<file path="config.mk">
export PLATFORM = sky130hd
export DESIGN_NAME = edge_capture_unit
export DESIGN_NICKNAME = d
export VERILOG_FILES = /design/src/rtl/ecu_pkg.sv /design/src/rtl/ecu_sync_edge.sv /design/src/rtl/ecu_event_sel.sv /design/src/rtl/ecu_fifo.sv /design/src/rtl/ecu_status_fsm.sv /design/src/rtl/edge_capture_unit.sv
export SDC_FILE = /design/constraint.sdc
export NUM_CORES = 1
export LEC_CHECK = 0
export BUFFER_PORTS_ARGS = -buffer_cell sky130_fd_sc_hd__clkbuf_2
export CAP_MARGIN = 30
export CORE_ASPECT_RATIO = 0.6
export CORE_UTILIZATION = 31
export CTS_CLUSTER_SIZE = 16
export DETAILED_ROUTE_END_ITERATION = 8
export GPL_TIMING_DRIVEN = 1
export PLACE_DENSITY_LB_ADDON = 0.2
export SLEW_MARGIN = 10
export SYNTH_ARGS = -nofsm -noshare
export SYNTH_HDL_FRONTEND = slang
export SYNTH_SLANG_ARGS = --single-unit
</file>
<file path="constraint.sdc">
create_clock -name clk -period 8.05 [get_ports clk]
set_clock_uncertainty 0.1 [all_clocks]
set_input_delay 1.61 -clock clk [delete_from_list [all_inputs] [get_ports clk]]
set_output_delay 1.61 -clock clk [all_outputs]
set_load 0.1 [all_outputs]
</file>
<file path="src/rtl/ecu_pkg.sv">
package ecu_pkg;

    localparam int MODE_W    = 6;
    localparam int WIDE_BIT  = 5;
    localparam int CAPEN_BIT = 4;

    typedef enum logic [3:0] {
        SEL_ANY    = 4'd0,
        SEL_RISE   = 4'd1,
        SEL_FALL   = 4'd2,
        SEL_BOTH   = 4'd3,
        SEL_RISE_Q = 4'd4,
        SEL_RISE_H = 4'd5
    } sel_e;

    typedef enum logic [2:0] {
        ST_EMPTY,
        ST_HOLD,
        ST_FULL,
        ST_LOST_FULL,
        ST_LOST_DRAIN
    } fill_e;

endpackage

</file>
<file path="src/rtl/ecu_sync_edge.sv">
module ecu_sync_edge #(
    parameter int STAGES = 2
) (
    input  logic clk,
    input  logic rst_n,
    input  logic din,
    output logic rise,
    output logic fall
);
    logic [STAGES-1:0] chain;
    logic              last;

    always_ff @(posedge clk) begin
        if (!rst_n) begin
            chain <= '0;
            last  <= 1'b0;
        end else begin
            chain <= {chain[STAGES-2:0], din};
            last  <= chain[STAGES-1];
        end
    end

    assign rise = chain[STAGES-1] & ~last;
    assign fall = ~chain[STAGES-1] & last;
endmodule

</file>
<file path="src/rtl/ecu_event_sel.sv">
module ecu_event_sel
    import ecu_pkg::*;
#(
    parameter int PRE_Q = 4,
    parameter int PRE_H = 16
) (
    input  logic              clk,
    input  logic              rst_n,
    input  logic [MODE_W-1:0] mode,
    input  logic              rise,
    input  logic              fall,
    output logic              fire
);
    localparam int CNT_W = $clog2(PRE_H);
    localparam logic [CNT_W-1:0] LAST_Q = CNT_W'(PRE_Q - 1);
    localparam logic [CNT_W-1:0] LAST_H = CNT_W'(PRE_H - 1);

    logic [MODE_W-1:0] mode_q;
    logic [CNT_W-1:0]  pre_cnt;
    logic              changed;
    logic              pre_sel;
    logic [CNT_W-1:0]  pre_last;

    assign changed = (mode != mode_q);

    always_comb begin
        fire     = 1'b0;
        pre_sel  = 1'b0;
        pre_last = LAST_Q;
        if (mode[CAPEN_BIT]) begin
            unique case (mode[3:0])
                SEL_ANY, SEL_BOTH: fire = rise | fall;
                SEL_RISE:          fire = rise;
                SEL_FALL:          fire = fall;
                SEL_RISE_Q: begin
                    pre_sel  = 1'b1;
                    pre_last = LAST_Q;
                    fire     = rise & ~changed & (pre_cnt == LAST_Q);
                end
                SEL_RISE_H: begin
                    pre_sel  = 1'b1;
                    pre_last = LAST_H;
                    fire     = rise & ~changed & (pre_cnt == LAST_H);
                end
                default:           fire = 1'b0;
            endcase
        end
    end

    always_ff @(posedge clk) begin
        if (!rst_n) begin
            mode_q  <= '0;
            pre_cnt <= '0;
        end else begin
            mode_q <= mode;
            if (changed) begin
                pre_cnt <= '0;
            end else if (pre_sel && rise) begin
                pre_cnt <= (pre_cnt == pre_last) ? '0 : pre_cnt + 1'b1;
            end
        end
    end
endmodule

</file>
<file path="src/rtl/ecu_fifo.sv">
module ecu_fifo #(
    parameter int DW    = 32,
    parameter int DEPTH = 4
) (
    input  logic                       clk,
    input  logic                       rst_n,
    input  logic                       push,
    input  logic                       pop,
    input  logic [DW-1:0]              din,
    output logic [DW-1:0]              head,
    output logic                       drop,
    output logic [$clog2(DEPTH+1)-1:0] cnt_nxt
);
    localparam int AW = $clog2(DEPTH);
    localparam int CW = $clog2(DEPTH + 1);
    localparam logic [CW-1:0] FULL_CNT = CW'(DEPTH);
    localparam logic [AW-1:0] LAST_IX  = AW'(DEPTH - 1);

    logic [DW-1:0] mem [DEPTH];
    logic [AW-1:0] wp, rp;
    logic [CW-1:0] cnt;
    logic          pop_ok, push_ok;

    assign pop_ok  = pop && (cnt != '0);
    assign push_ok = push && ((cnt != FULL_CNT) || pop_ok);
    assign drop    = push && !push_ok;
    assign head    = (cnt != '0) ? mem[rp] : '0;

    always_comb begin
        cnt_nxt = cnt;
        if (push_ok && !pop_ok) cnt_nxt = cnt + 1'b1;
        if (pop_ok && !push_ok) cnt_nxt = cnt - 1'b1;
    end

    always_ff @(posedge clk) begin
        if (!rst_n) begin
            wp  <= '0;
            rp  <= '0;
            cnt <= '0;
        end else begin
            cnt <= cnt_nxt;
            if (push_ok) wp <= (wp == LAST_IX) ? '0 : wp + 1'b1;
            if (pop_ok)  rp <= (rp == LAST_IX) ? '0 : rp + 1'b1;
        end
    end

    always_ff @(posedge clk) begin
        if (push_ok) mem[wp] <= din;
    end
endmodule

</file>
<file path="src/rtl/ecu_status_fsm.sv">
module ecu_status_fsm
    import ecu_pkg::*;
#(
    parameter int DEPTH = 4
) (
    input  logic                       clk,
    input  logic                       rst_n,
    input  logic                       drop,
    input  logic [$clog2(DEPTH+1)-1:0] cnt_nxt,
    output logic                       nonempty,
    output logic                       overrun
);
    localparam int CW = $clog2(DEPTH + 1);
    localparam logic [CW-1:0] FULL_CNT = CW'(DEPTH);

    fill_e state, state_nxt;

    always_ff @(posedge clk) begin
        if (!rst_n) state <= ST_EMPTY;
        else        state <= state_nxt;
    end

    always_comb begin
        state_nxt = state;
        unique case (state)
            ST_EMPTY, ST_HOLD, ST_FULL: begin
                if (drop)                    state_nxt = ST_LOST_FULL;   // Lose
                else if (cnt_nxt == '0)      state_nxt = ST_EMPTY;       // Drain
                else if (cnt_nxt == FULL_CNT) state_nxt = ST_FULL;       // Fill
                else                         state_nxt = ST_HOLD;        // Store
            end
            ST_LOST_FULL, ST_LOST_DRAIN: begin
                if (drop)                    state_nxt = ST_LOST_FULL;
                else if (cnt_nxt == '0)      state_nxt = ST_EMPTY;       // Clear
                else if (cnt_nxt == FULL_CNT) state_nxt = ST_LOST_FULL;  // Refill
                else                         state_nxt = ST_LOST_DRAIN;
            end
            default:                         state_nxt = ST_EMPTY;
        endcase
    end

    always_comb begin
        nonempty = 1'b0;
        overrun  = 1'b0;
        unique case (state)
            ST_EMPTY:      ;
            ST_HOLD,
            ST_FULL:       nonempty = 1'b1;
            ST_LOST_FULL,
            ST_LOST_DRAIN: begin
                nonempty = 1'b1;
                overrun  = 1'b1;
            end
            default:       ;
        endcase
    end
endmodule

</file>
<file path="src/rtl/edge_capture_unit.sv">
module edge_capture_unit
    import ecu_pkg::*;
#(
    parameter int TW    = 32,
    parameter int NW    = 16,
    parameter int DEPTH = 4,
    parameter int SYNC  = 2,
    parameter int PRE_Q = 4,
    parameter int PRE_H = 16
) (
    input  logic              clk,
    input  logic              rst_n,
    input  logic              cap_in,
    input  logic [MODE_W-1:0] mode,
    input  logic [TW-1:0]     timer_val,
    input  logic              rd_pop,
    output logic [TW-1:0]     cap_word,
    output logic              fifo_nonempty,
    output logic              overrun
);
    localparam int CW = $clog2(DEPTH + 1);

    logic          pin_rise, pin_fall;
    logic          evt_fire;
    logic          fifo_drop;
    logic [CW-1:0] fill_nxt;
    logic [TW-1:0] store_word;

    assign store_word = mode[WIDE_BIT] ? timer_val : TW'(timer_val[NW-1:0]);

    ecu_sync_edge #(.STAGES(SYNC)) u_sync (
        .clk  (clk),
        .rst_n(rst_n),
        .din  (cap_in),
        .rise (pin_rise),
        .fall (pin_fall)
    );

    ecu_event_sel #(.PRE_Q(PRE_Q), .PRE_H(PRE_H)) u_sel (
        .clk  (clk),
        .rst_n(rst_n),
        .mode (mode),
        .rise (pin_rise),
        .fall (pin_fall),
        .fire (evt_fire)
    );

    ecu_fifo #(.DW(TW), .DEPTH(DEPTH)) u_fifo (
        .clk    (clk),
        .rst_n  (rst_n),
        .push   (evt_fire),
        .pop    (rd_pop),
        .din    (store_word),
        .head   (cap_word),
        .drop   (fifo_drop),
        .cnt_nxt(fill_nxt)
    );

    ecu_status_fsm #(.DEPTH(DEPTH)) u_stat (
        .clk     (clk),
        .rst_n   (rst_n),
        .drop    (fifo_drop),
        .cnt_nxt (fill_nxt),
        .nonempty(fifo_nonempty),
        .overrun (overrun)
    );
endmodule

</file>
After elaboration in Yosys (flattened, before gate mapping)

Memory sizes are Yosys's and may differ from the RTL's. A register that Yosys moved wholly into a read port is not among the register bits.
Cells that the tools add are included.

Memories: 1
Output and inout port bits: 34
Input port bits: 42
Bits in registers: 23
RAM bits: 128

Memory list:

| memory     | words | width | rd ports | clocked after Yosys merged registers in | write ports | RTL line       | RTL |
|---|---|---|---|---|---|---|---|
| u_fifo.mem | 4     | 32    | 1        | 1                                       | 1           | ecu_fifo.sv:19 | `logic [DW-1:0] mem [DEPTH];` |

Reductions and logical operators: 19
Bitwise operators: 10
$add $sub $neg: 5
Equality and inequality tests: 17
Muxes and demuxes: 26

Operator list:

| operator                                                        | number |
|---|---|
| 32-bit two-way mux                                              | 2 |
| 3-bit two-way mux                                               | 7 |
| 4-bit by 2-bit == test with 1-bit output, second input constant | 3 |
| 4-bit two-way mux                                               | 3 |
| 2-bit two-way mux                                               | 5 |
| 4-bit by 3-bit == test with 1-bit output, second input constant | 2 |
| 2-bit OR reduction                                              | 4 |
| 1-bit two-way mux                                               | 7 |
| 3-bit by 2-bit == test with 1-bit output, second input constant | 2 |
| 3-bit == test, second input constant                            | 2 |
| 1-bit logical AND                                               | 6 |
| 3-bit zero test                                                 | 2 |
| 6-bit != test                                                   | 1 |
| 3-bit case mux with 2 select lines                              | 1 |
| 1-bit AND                                                       | 5 |
| 1-bit case mux with 5 select lines                              | 1 |
| 2-bit by 1-bit adder with 2-bit output, second input constant   | 2 |
| 4-bit by 1-bit adder with 4-bit output, second input constant   | 1 |
| 2-bit == test, second input constant                            | 2 |
| 4-bit by 1-bit == test with 1-bit output, second input constant | 1 |
| 4-bit == test                                                   | 1 |
| 4-bit == test, second input constant                            | 1 |
| 4-bit zero test                                                 | 1 |
| 1-bit NOT                                                       | 4 |
| other kinds (10)                                                | 11 |

Depth between registers and ports, before layout

Depth in word-level cells: 15
Mapped depth: 8
Mapped depth without buffers: 8

Modules after synthesis

Synthesis repeated with hierarchy kept, for this count alone.

Cells, all modules: 370
Area, all modules: 6,354.8 sq um

Modules (own cells, without submodules):

| module            | instances | area an instance (sq um) | seq. area each (sq um) | cells each |
|---|---|---|---|---|
| ecu_fifo          | 1         | 5,451.5                  | 4,023.9                | 269 |
| ecu_event_sel     | 1         | 533.0                    | 200.2                  | 57 |
| ecu_status_fsm    | 1         | 152.6                    | 60.1                   | 19 |
| edge_capture_unit | 1         | 126.4                    | 0.0                    | 17 |
| ecu_sync_edge     | 1         | 91.3                     | 60.1                   | 8 |

Least setup slack after synthesis

Ideal clock, no wire load.

Kind: reg2out
Start: reg u_stat.state[1]
End: out overrun
Path buffers: 0
Required time: 6.340 ns
Arrival: 2.524 ns
Slack: 3.816 ns
Cell stages (with the launch flop): 3
Cells stage by stage: dfxtp_1 -> nand2_1 -> o21ai_0

Word-level cells in the longest chain between the ends: 3
Elaborated cells between the ends (all ways): 4

Ends and longest elaborated chain:

| what                                                                      | RTL line                | RTL |
|---|---|---|
| start, declared                                                           | ecu_status_fsm.sv:16    | `fill_e state, state_nxt;` |
| start signal, assigned                                                    | ecu_status_fsm.sv:20    | `else state <= state_nxt;` |
| 3-bit by 2-bit == test with 1-bit output or 3-bit == test (tied branches) | ecu_status_fsm.sv:45    | `unique case (state)` |
| 2-bit OR reduction (*)                                                    | ecu_status_fsm.sv:45    |  |
| 1-bit two-way mux (*)                                                     | ecu_status_fsm.sv:45    |  |
| end, declared                                                             | edge_capture_unit.sv:19 | `output logic overrun` |

Mark *: on every way between the ends. The rest lies on a longest branch, timed or not.

Worst setup path in the final report

Start: reg u_fifo.cnt[0]
End: out cap_word[31]

Word-level cells in the longest chain between the ends: 2

Ends and longest elaborated chain:

| what                   | RTL line                | RTL |
|---|---|---|
| start, declared        | ecu_fifo.sv:21          | `logic [CW-1:0] cnt;` |
| start signal, assigned | ecu_fifo.sv:41          | `cnt <= cnt_nxt;` |
| 3-bit nonzero test     | ecu_fifo.sv:27          | `assign head = (cnt != '0) ? mem[rp] : '0;` |
| 32-bit two-way mux     | ecu_fifo.sv:27          |  |
| end, declared          | edge_capture_unit.sv:17 | `output logic [TW-1:0] cap_word,` |

No other way between the ends.

==> results.toml <==
[outcome]
status = "finished clean"

[cts]
htreeDepth = 4
numCtsBuffers = 17
cts_resized = 0
cts_root_buf = "clkbuf_16"
cts_tree = "done"
cts_setup_buffers = 0
hold_buffers = 0
clock_path_buffers = 2
cts.sinks = 153
clk_latency_ps = 420
clk_pin_slew_ps = 60

[routing]
ant_nets = 0
finalWirelength_um = 12700
dr.pass1.iters = 4
num_vias = 3382
via_per_inst = 4.59
dr.first_iter.drc_count = 246
drc = 0
wl_per_cell_um = 17.3

[setup_path]
setup.worst_path.class = "reg -> out"
r2r-end = "u_fifo.mem[2][17]"
rr_startpoint = "u_sync.last"
ff2ff_setup_slack_ps = 4910
crit_start = "u_fifo.cnt[0]"
cp.required_ps = 6340
r2r_cells = 8
cp-start-kind = "register"
critPathCapture = "cap_word[31]"
endpoint_kind = "primary output"
worstPathMaxFanout = 23
arrival_ps = 2670

[synthesis]
synthesis.nets = 426
synthCells = 373
ys_types = 46
seq_area_frac_synth_pct = 69.0
synthTopCellsByArea = "edfxtp_1 (61%), mux4_2 (11%), dfxtp_1 (8.0%)"
synth_area_um2 = 6290
synth.most_common_cell = "edfxtp_1"
yosysTopAreaCellShare_pct = 61.1
synthArstFlopShare_pct = 0
yosys-top-cells-count = "edfxtp_1 (128), and2_1 (61), mux4_2 (32), dfxtp_1 (25)"
synth_edf_count = 128
synthFlopType = "edfxtp_1"
yosys_register_bits = 153
synth.avg_cell_area_um2 = 16.9
yosysWarnings = 0
yosysTopAreaCell = "edfxtp_1"

[grt]
gr-total-overflow = 0
groute.usage.overall_pct = 13.0
grt_pass1_wl_um = 19700
grt_antenna_before_repair = 0
grt_pass1_vias = 3363
grt_max_degree = 33

[die]
core_um2 = 19500
ios = 76
rows = 39
die_h_um = 112
initial_core_util_pct = 32.3
fp.dieW_um = 186
dieArea_um2 = 20900

[sta]
finalCriticalPeriod_ps = 4380
fin_crit_sh_pct = 54.4
fin_ws_ps = 3670
setup_tns_ps = 0
rsz0062_at_grt = "false"
setup_violations = 0
max_freq_mhz = 228
relSlewSlack_pct = 39.4
slew_violations = 0
worstMarginPinSlew_ps = 909
hold_viol = 0

[placement]
post-dp-hpwl_um = 8150
dp_slack_ps = 3490
place_congestion = 0.785
port_buffers = 75

[cells_and_area]
regArea_um2 = 4350
fin_util_pct = 38.9
multiInputGateArea_um2 = 1860
antenna_cells = 0
drive_gt1_share_pct = 33.5
nNetsFinal = 511
area_growth_pct = 20.4
nFillCells = 1796

[min_path]
hold_path_class = "reg -> reg"

[job]
cap_violations = 0

[power]
powerDensity_nw_per_um2 = 362
ir_drop_mv = 0.187
leakagePower_uw = 0.00262
p_total_uw = 2740
## metal layers
layer | GRT usage (%) | share of wire, %
met2 | 18.0 | 43
met4 | 3.61 | 0.83
met5 | 0 | 0
met1 | 19.7 | 52
met3 | 3.76 | 4.5
## worst max-delay path: stages, from the launching register on
cell and delay, ps:
dfxtp_1 400, inv_1 120, ha_1 270, nand2b_1 430
buf_4 350, and2_1 200, clkbuf_2 470
## final cells by class
class / count / share of cell area (%)
Multi-Input combinational cell: 197 / 24.6
Sequential cell: 153 / 57.4
Tap cell: 266 / 4.39
Timing Repair Buffer: 79 / 5.68
Clock inverter: 14 / 1.83
Inverter: 10 / 0.495
Clock buffer: 18 / 5.66
## cells in the final DEF, fill, tap and decap left out, types with 8 or more instances in the layout
cell type,netlist,layout
edfxtp_1,128,128
clkbuf_2,0,75
and2_1,61,57
mux4_2,32,32
dfxtp_1,25,23
clkbuf_16,0,17
nand2_1,13,13
nor2_1,13,13
ha_1,11,11
inv_1,9,9
xnor2_1,8,8
## flip-flops by register name, summed over array words and instances (netlist names), named ones only
signal         flops
u_fifo.wp          2
u_stat.state       3
u_fifo.cnt         3
u_fifo.mem       128
u_sync.last        1
u_sel.mode_q       6
u_fifo.rp          2
u_sel.pre_cnt      4
u_sync.chain       2
## power breakdown
group,internal [uW],total (uW),switching (uW),leakage [uW]
logic,219,1080,858,0.000980
clock network,433,766,333,0.000270
registers,876,901,24.4,0.00137
## logic make-up (layout without fill, tap and decap cells)
family,count (synthesis),count (layout),synth area share [%]
and+or+nand+nor,120,120,11.4
xor gates and xnor gates,10,10,1.39
muxes,36,36,12.1
DFF,153,153,69.0
buffers and inverters,23,121,1.43
AOI/OAI and AO/OA,20,20,2.37
adders and majority gates,11,11,2.19
## worst min path at each step
stage	startpoint	endpoint	slack (ps)	cells after the start
final	u_sync.chain[0]	u_sync.chain[1]	340	1
after CTS	u_sync.chain[0]	u_sync.chain[1]	350	1
after floorplan	u_sync.chain[0]	u_sync.chain[1]	310	1
after global placement	u_sync.chain[0]	u_sync.chain[1]	320	1
after global routing	u_sync.chain[0]	u_sync.chain[1]	370	1
after detailed placement	u_sync.chain[0]	u_sync.chain[1]	320	1
## stage by stage
step	cells	hold WS, ps	cell area [um^2]
after global routing	737	374	7580
after detailed placement	703	322	6970
final	737	345	7580
after floorplan	373	312	6290
after CTS	735	345	7540
after global placement	703	319	6970
(Power assumes the default switching activity.)
